$ cat src/rtl/fpsr_pkg.sv
// Package: shared widths, rounding-mode encoding and flag bit positions
// for the floating-point control/status register.
package fpsr_pkg;
    localparam int NUM_FLAGS = 5;
    localparam int RM_W      = 2;

    typedef enum logic [RM_W-1:0] {
        RM_NEAREST_EVEN = 2'd0,
        RM_TOWARD_ZERO  = 2'd1,
        RM_TOWARD_NEG   = 2'd2,
        RM_TOWARD_POS   = 2'd3
    } rnd_mode_e;

    // Bit position of each exception kind inside every flag field.
    localparam int FLG_INEXACT  = 0;
    localparam int FLG_DIVZERO  = 1;
    localparam int FLG_INVALID  = 2;
    localparam int FLG_OVERFLOW = 3;
    localparam int FLG_UNDERFL  = 4;
endpackage

$ cat src/rtl/fpsr_rnd_decode.sv
// Module: fpsr_rnd_decode
// Turns the binary rounding-mode field into a one-hot select.
// Assumes: purely combinational; every code of the field is a valid mode.
module fpsr_rnd_decode #(
    parameter int RM_W = 2,
    localparam int NUM_MODES = 1 << RM_W
) (
    input  logic [RM_W-1:0]      mode,
    output logic [NUM_MODES-1:0] onehot
);
    // One compare per mode code drives that mode's select bit.
    for (genvar m = 0; m < NUM_MODES; m++) begin : g_mode
        assign onehot[m] = (mode == RM_W'(m));
    end
endmodule

$ cat src/rtl/fpsr_flag_acc.sv
// Module: fpsr_flag_acc
// Per-operation raw exception accumulator. It is emptied at op start,
// OR-collects raw flags while the operation runs, and presents the
// combined set to the merge logic.
// Assumes: flags raised in the op_start cycle belong to the new operation;
// the accumulator also empties at op_end so that no set is merged twice.
module fpsr_flag_acc #(
    parameter int NUM_FLAGS = 5
) (
    input  logic                 clk,
    input  logic                 rst_n,
    input  logic                 op_start,
    input  logic                 op_end,
    input  logic [NUM_FLAGS-1:0] raw_flags,
    output logic [NUM_FLAGS-1:0] pending
);
    logic [NUM_FLAGS-1:0] acc_q;

    // Combined set seen so far by the current operation, this cycle included.
    always_comb begin
        pending = (op_start ? '0 : acc_q) | raw_flags;
    end

    // Hold the running set; empty it on reset or when the operation ends.
    always_ff @(posedge clk) begin
        if (!rst_n) begin
            acc_q <= '0;
        end else if (op_end) begin
            acc_q <= '0;
        end else begin
            acc_q <= pending;
        end
    end
endmodule

$ cat src/rtl/fpsr_sticky_merge.sv
// Module: fpsr_sticky_merge
// Holds the sticky status bits and trap enables. On op_end it merges the
// pending flag set and raises a one-cycle trap for flags that change from
// clear to set with their enable on.
// Assumes: a software write in the same cycle overrides the merge and
// suppresses the trap.
module fpsr_sticky_merge #(
    parameter int NUM_FLAGS = 5
) (
    input  logic                 clk,
    input  logic                 rst_n,
    input  logic                 op_end,
    input  logic [NUM_FLAGS-1:0] pending,
    input  logic                 sw_wr_en,
    input  logic [NUM_FLAGS-1:0] sw_sticky,
    input  logic [NUM_FLAGS-1:0] sw_enable,
    output logic [NUM_FLAGS-1:0] sticky,
    output logic [NUM_FLAGS-1:0] enable,
    output logic                 trap_pulse,
    output logic [NUM_FLAGS-1:0] trap_cause
);
    logic [NUM_FLAGS-1:0] newly_set;
    logic [NUM_FLAGS-1:0] cause_next;

    for (genvar f = 0; f < NUM_FLAGS; f++) begin : g_flag
        // A flag is new only if raised at op end while its sticky bit is clear.
        assign newly_set[f]  = op_end & pending[f] & ~sticky[f];
        assign cause_next[f] = newly_set[f] & enable[f] & ~sw_wr_en;

        // Sticky bit: reset clears it, a write loads it, a merge sets it.
        always_ff @(posedge clk) begin
            if (!rst_n) begin
                sticky[f] <= 1'b0;
            end else if (sw_wr_en) begin
                sticky[f] <= sw_sticky[f];
            end else if (newly_set[f]) begin
                sticky[f] <= 1'b1;
            end
        end

        // Enable bit: changes only through reset or a software write.
        always_ff @(posedge clk) begin
            if (!rst_n) begin
                enable[f] <= 1'b0;
            end else if (sw_wr_en) begin
                enable[f] <= sw_enable[f];
            end
        end
    end

    // Register the trap request and its cause mask for exactly one cycle.
    always_ff @(posedge clk) begin
        if (!rst_n) begin
            trap_pulse <= 1'b0;
            trap_cause <= '0;
        end else begin
            trap_pulse <= |cause_next;
            trap_cause <= cause_next;
        end
    end
endmodule

$ cat src/rtl/fpsr_ctrl.sv
// Module: fpsr_ctrl (top)
// Floating-point control/status register: rounding mode, sticky exception
// flags and trap enables, all packed in one software-visible word.
// Layout: [RM_W-1:0] mode, then NUM_FLAGS sticky bits, then NUM_FLAGS enables.
// Assumes: synchronous active-low reset; software writes win over op_end.
module fpsr_ctrl #(
    parameter int NUM_FLAGS = fpsr_pkg::NUM_FLAGS,
    parameter int RM_W      = fpsr_pkg::RM_W,
    localparam int ST_LSB    = RM_W,
    localparam int EN_LSB    = RM_W + NUM_FLAGS,
    localparam int REG_W     = RM_W + 2 * NUM_FLAGS,
    localparam int NUM_MODES = 1 << RM_W
) (
    input  logic                 clk,
    input  logic                 rst_n,
    input  logic                 op_start,
    input  logic                 op_end,
    input  logic [NUM_FLAGS-1:0] raw_flags,
    input  logic                 sw_wr_en,
    input  logic [REG_W-1:0]     sw_wr_data,
    output logic [REG_W-1:0]     sw_rd_data,
    output logic [NUM_MODES-1:0] rnd_onehot,
    output logic                 trap_pulse,
    output logic [NUM_FLAGS-1:0] trap_cause
);
    logic [RM_W-1:0]      mode_q;
    logic [NUM_FLAGS-1:0] pending;
    logic [NUM_FLAGS-1:0] sticky;
    logic [NUM_FLAGS-1:0] enable;

    // Rounding-mode field: reset to nearest-even, loaded by software writes.
    always_ff @(posedge clk) begin
        if (!rst_n) begin
            mode_q <= RM_W'(fpsr_pkg::RM_NEAREST_EVEN);
        end else if (sw_wr_en) begin
            mode_q <= sw_wr_data[RM_W-1:0];
        end
    end

    fpsr_rnd_decode #(.RM_W(RM_W)) u_decode (
        .mode   (mode_q),
        .onehot (rnd_onehot)
    );

    fpsr_flag_acc #(.NUM_FLAGS(NUM_FLAGS)) u_acc (
        .clk       (clk),
        .rst_n     (rst_n),
        .op_start  (op_start),
        .op_end    (op_end),
        .raw_flags (raw_flags),
        .pending   (pending)
    );

    fpsr_sticky_merge #(.NUM_FLAGS(NUM_FLAGS)) u_merge (
        .clk        (clk),
        .rst_n      (rst_n),
        .op_end     (op_end),
        .pending    (pending),
        .sw_wr_en   (sw_wr_en),
        .sw_sticky  (sw_wr_data[ST_LSB +: NUM_FLAGS]),
        .sw_enable  (sw_wr_data[EN_LSB +: NUM_FLAGS]),
        .sticky     (sticky),
        .enable     (enable),
        .trap_pulse (trap_pulse),
        .trap_cause (trap_cause)
    );

    // Pack the register word read back by software.
    always_comb begin
        sw_rd_data                        = '0;
        sw_rd_data[RM_W-1:0]              = mode_q;
        sw_rd_data[ST_LSB +: NUM_FLAGS]   = sticky;
        sw_rd_data[EN_LSB +: NUM_FLAGS]   = enable;
    end
endmodule

$ cat config.mk
export PLATFORM = sky130hd
export DESIGN_NAME = fpsr_ctrl
export DESIGN_NICKNAME = d
export VERILOG_FILES = /design/src/rtl/fpsr_pkg.sv /design/src/rtl/fpsr_rnd_decode.sv /design/src/rtl/fpsr_flag_acc.sv /design/src/rtl/fpsr_sticky_merge.sv /design/src/rtl/fpsr_ctrl.sv
export SDC_FILE = /design/constraint.sdc
export NUM_CORES = 1
export LEC_CHECK = 0
export ABC_AREA = 1
export CORE_MARGIN = 2
export CORE_UTILIZATION = 63
export CTS_BUF_LIST = sky130_fd_sc_hd__clkbuf_16
export CTS_CLUSTER_DIAMETER = 100
export DETAILED_ROUTE_END_ITERATION = 8
export DONT_BUFFER_PORTS = 1
export GPL_ROUTABILITY_DRIVEN = 0
export PLACE_DENSITY = 0.79
export SETUP_SLACK_MARGIN = 0.5
export SLEW_MARGIN = 5
export SYNTH_ARGS = -nofsm -noshare
export SYNTH_HDL_FRONTEND = slang
export SYNTH_HIERARCHICAL = 1
export SYNTH_SLANG_ARGS = --single-unit
$ cat constraint.sdc
create_clock -name clk -period 1.5 [get_ports clk]
set_input_delay 0 -clock clk [delete_from_list [all_inputs] [get_ports clk]]
set_output_delay 0 -clock clk [all_outputs]
set_load 0.02 [all_outputs]
* After elaboration in Yosys (flattened, before gate mapping) *
Index checks and enable logic that the tools add are counted.

storage, ports and cells
  register bits after elaboration = 23
  output and inout port bits = 22
  logic and storage cells = 64

operators by class
  eq/ne operators = 3
  muxes and demuxes = 11
  bitwise gates (word level) = 28
  reduce and logical (&&, ||, !) cells = 8

operators by type and width
  kind                                           number
  AND 1 bit                                      20
  2-to-1 mux 1 bit                               10
  nonzero test 2 bit                             5
  inverter 1 bit                                 7
  2-to-1 mux 5 bit                               1
  OR 5 bit                                       1
  OR reduction 5 bit                             1
  == test 2 bit, second input constant           2
  == test 2 x 1 -> 1 bit, second input constant  1
  zero test 2 bit                                1
  OR reduction 2 bit                             1

* Longest topological paths before layout *
  word-level depth = 7
  mapped depth = 9
  gate-level depth less buffers = 9

* Hierarchy *
Netlist, hierarchy kept.

modules (own cells, without submodules)
  module             times used  cells each  area an instance (µm²)  sequential area each (µm²)
  fpsr_sticky_merge  1           76          666.9                   320.3
  fpsr_flag_acc      1           28          192.7                   100.1
  fpsr_ctrl          1           12          77.6                    40.0
  fpsr_rnd_decode    1           7           26.3                    0.0

* Worst setup path before layout *
No wires, ideal clock.

  path kind = register to register
  start point = register u_merge.enable[1]
  end point = register u_merge.trap_pulse
  setup time = 0.062 ns
  arrival time = 0.912 ns
  data required time = 1.438 ns
  path slack = 0.526 ns
  cell stages (with the launch flop) = 7
  buffers on the path = 0
  clock period less this slack = 0.974 ns
  path through = dfxtp_1 > inv_1 > nor2_1 > nand3b_4 > nand2_1 > nor2_1 > nor2_2

on the way
  longest elaborated chain between the ends = 3

RTL lines
  what                              RTL line                 source
  start: declaration                fpsr_sticky_merge.sv:18  output logic [NUM_FLAGS-1:0] enable,
  start signal: indexed assignment  fpsr_sticky_merge.sv:46  enable[f] <= sw_enable[f];
  AND 1 bit (2 in series)           fpsr_sticky_merge.sv:28  assign cause_next[f] = newly_set[f] & enable[f] & ~sw_wr_en;
  OR reduction 5 bit                fpsr_sticky_merge.sv:57  trap_pulse <= |cause_next;
  end signal: assignment            fpsr_sticky_merge.sv:57
  end: declaration                  fpsr_sticky_merge.sv:19  output logic trap_pulse,

No other way between the ends.
A chain may end at the register's enable or synchronous reset.

* Final worst setup path *
  start point = register mode_q[1]
  end point = output port rnd_onehot[2]

on the way
  longest elaborated chain between the ends = 1

RTL lines
  what                      RTL line               source
  start: declaration        fpsr_ctrl.sv:26        logic [RM_W-1:0] mode_q;
  start signal: assignment  fpsr_ctrl.sv:34        mode_q <= RM_W'(fpsr_pkg::RM_NEAREST_EVEN);
  start signal: assignment  fpsr_ctrl.sv:36        mode_q <= sw_wr_data[RM_W-1:0];
  == test 2 bit             fpsr_rnd_decode.sv:13  assign onehot[m] = (mode == RM_W'(m));
  end: declaration          fpsr_ctrl.sv:22        output logic [NUM_MODES-1:0] rnd_onehot,

No other way between the ends.

==> metrics.yaml <==
status:
  status: "finished, violations left"
  violations: "hold timing"
floorplanning:
  io_pins: 44
  die_h_um: 43.1
  die_x_um: 43.1
  start_util_pct: 65.5
  core_area_mm2: 0.00147
  die_area_mm2: 0.00186
  row_count: 14
min_path:
  hp-class: "in -> reg"
timing:
  worst_slack_ns: 0.514
  period_minus_slack_ns: 0.986
  holdWs_ns: -0.119
  finalMaxSlewViolations: 0
  rsz0062_at_grt: "yes"
  hold_violations: 21
  tightest_slew_ns: 0.393
  finalCritPeriodShare_pct: 65.7
  skew_ns: 0.00136
  max_clock_freq_ghz: 1.01
  relSlewSlack_pct: 73.7
  fin_setup_tns_ns: 0
  setup_violations: 0
route:
  totalWireLength_mm: 2.02
  vias: 805
  drt_first_pass_iters: 4
  drc: 0
  drt-wirelength-per-cell_um: 13.3
  dr.first_iter.drc_count: 12
  via_per_inst: 5.30
  ant_nets: 0
critical_path:
  critPathCaptureType: "output pin"
  critPathTopFamily: "flip-flops"
  slowest_stage: "dfxtp_2"
  crit_path_start_kind: "register"
  worst_ep_arrival_time_ns: 0.99
  path_buf_inv: 1
  crit_chain: "inv_1 -> nor2_2"
  worstPathMaxFanout: 6
  required_ns: 1.50
  cpPeakStageDelay_ns: 0.45
  worstSetupPathType: "reg -> out"
global_route:
  grt-ovfl-total: 0
  grt_usage_pct: 22.9
  grt_pass1_vias: 795
  grt_pass1_wl_mm: 3.11
  grt_max_degree: 16
  grt_antenna_before_repair: 0
placed_design:
  dpl.hpwl_mm: 1.33
  port_buffers: 0
  preCtsSetupSlack_ns: 0.410
synth:
  yosys_warnings: 6
  ys_seq_area_share_pct: 47.8
  ys_types: 16
  synth_nets: 145
  synthCells: 123
  postSynthAreaPerCell_um2: 7.83
  synth_area_um2: 963
  synth.ff_latch_count: 23
cts:
  cts_tree: "built"
  root_buffer: "clkbuf_16"
  cts_buffers: 3
  ctsHtreeMaxLevel: 1
  cts.sinks: 23
  clk_latency_ns: 0.25
  clk_pin_slew_worst_paths_ns: 0.06
  clk_path_buf_depth: 2
power_and_ir_drop:
  switching_share_pct: 23.8
  p_comb_share_pct: 10.0
  max-vdd-ir-drop_v: 0.000793
  pwr_density_cell_mw_per_mm2: 1160
  p_leak_nw: 0.574
  clockPowerShare_pct: 39.9
  seqPwrFrac_pct: 50.1
  cellInternalPower_mw: 1.06
  netSwitchingPower_uw: 331
final_layout:
  syn2layout_area_growth_pct: 24.4
  drive_above_1_share_pct: 27.9
  mostFrequentLayoutCells: "inv_1 (24), nand2_1 (18), nor2_1 (15)"
  final_common_cell: "inv_1"
  antenna-diode-count: 0
  nets: 159
run:
  cap_violations: 0
what timing repair did:
item	4_1_cts	5_1_grt
hold endpoints to repair	22	21
gates resized for setup	16	7
pin swaps	4	3
endpoints found under the setup margin	6	3
buffers inserted	1	0
hold buffers	9	1
layer usage:
| layer | wire length (µm) | track usage [%] |
|---|---|---|
| met4 | 27 | 10.9 |
| met2 | 1050 | 43.3 |
| met3 | 149 | 5.11 |
| met1 | 788 | 22.9 |
| met5 | 0 | 0 |
cell type report:
| type | instances | area [µm²] |
|---|---|---|
| flip-flops and latches | 23 | 475 |
| multi-input cells | 72 | 419 |
| fillers | 101 | 273 |
| repair buffers | 11 | 108 |
| inverters | 26 | 97.6 |
| clock buffers | 3 | 75.1 |
| well taps | 16 | 20.0 |
| clock inverters | 1 | 3.75 |
cell usage after synthesis:
cell	number	area, µm²
nand3b_4	2	40.0
nor2_1	19	71.3
a21oi_1	10	50.1
dfxtp_1	23	460
nor2_2	1	6.26
a31oi_1	5	31.3
nand4_2	1	12.5
inv_1	24	90.1
nand2_1	22	82.6
nor2_4	4	45.0
nand3_1	1	5.00
buf_6	1	11.3
nand3_2	2	20.0
inv_2	2	7.51
o21ai_1	5	25.0
buf_2	1	5.00
worst register-to-register path, delay by kind of cell (launching register included):
kind | cells | cell delay, ns
flip-flops | 1 | 0.31
AND/OR/NAND/NOR | 7 | 0.56
worst paths after layout:
check | start | to | slack, ns | depth (start not counted)
worst max-delay path | mode_q[1]$_SDFFE_PN0P_ | rnd_onehot[2] | 0.51 | 2
worst min register to register | u_acc/acc_q[2]$_SDFF_PP0_ | u_acc/acc_q[2]$_SDFF_PP0_ | 0.47 | 2
worst max register to register | u_acc/acc_q[1]$_SDFF_PP0_ | u_merge/trap_pulse$_SDFF_PN0_ | 0.52 | 7
worst min-delay path | sw_wr_en | mode_q[1]$_SDFFE_PN0P_ | -0.12 | 2
sequential cells by signal (all words and copies together), names as in the netlist:
signal and flops:
u_merge/sticky 5, mode_q 2, u_acc/acc_q 5, u_merge/enable 5, u_merge/trap_pulse 1, u_merge/trap_cause 5
power groups by stage:
stage	sequential (mW)	combinational, mW	clock (mW)
final	0.695	0.139	0.554
after floorplan	0.697	0.101	0
after global placement	0.701	0.102	0
after CTS	0.693	0.132	0.573
after global routing	0.698	0.155	0.579
after detailed placement	0.702	0.105	0
per-stage QoR:
step	utilization, %	total power [mW]	cell area (µm²)	cells
floorplan	-	0.799	963	123
global route	81.5	1.43	1200	152
finish	81.5	1.39	1200	152
global placement	65.7	0.803	967	137
CTS	79.8	1.40	1170	151
detailed placement	65.7	0.807	967	137
cell families (layout without fill, tap and decap cells):
logic type / Yosys count / in the layout / synth area share (%)
buf+inv: 28 / 41 / 11.8
flops: 23 / 23 / 47.8
compound gates: 20 / 20 / 11.0
simple gates: 52 / 52 / 29.4
Note: power is estimated with default switching activity, not from simulation.
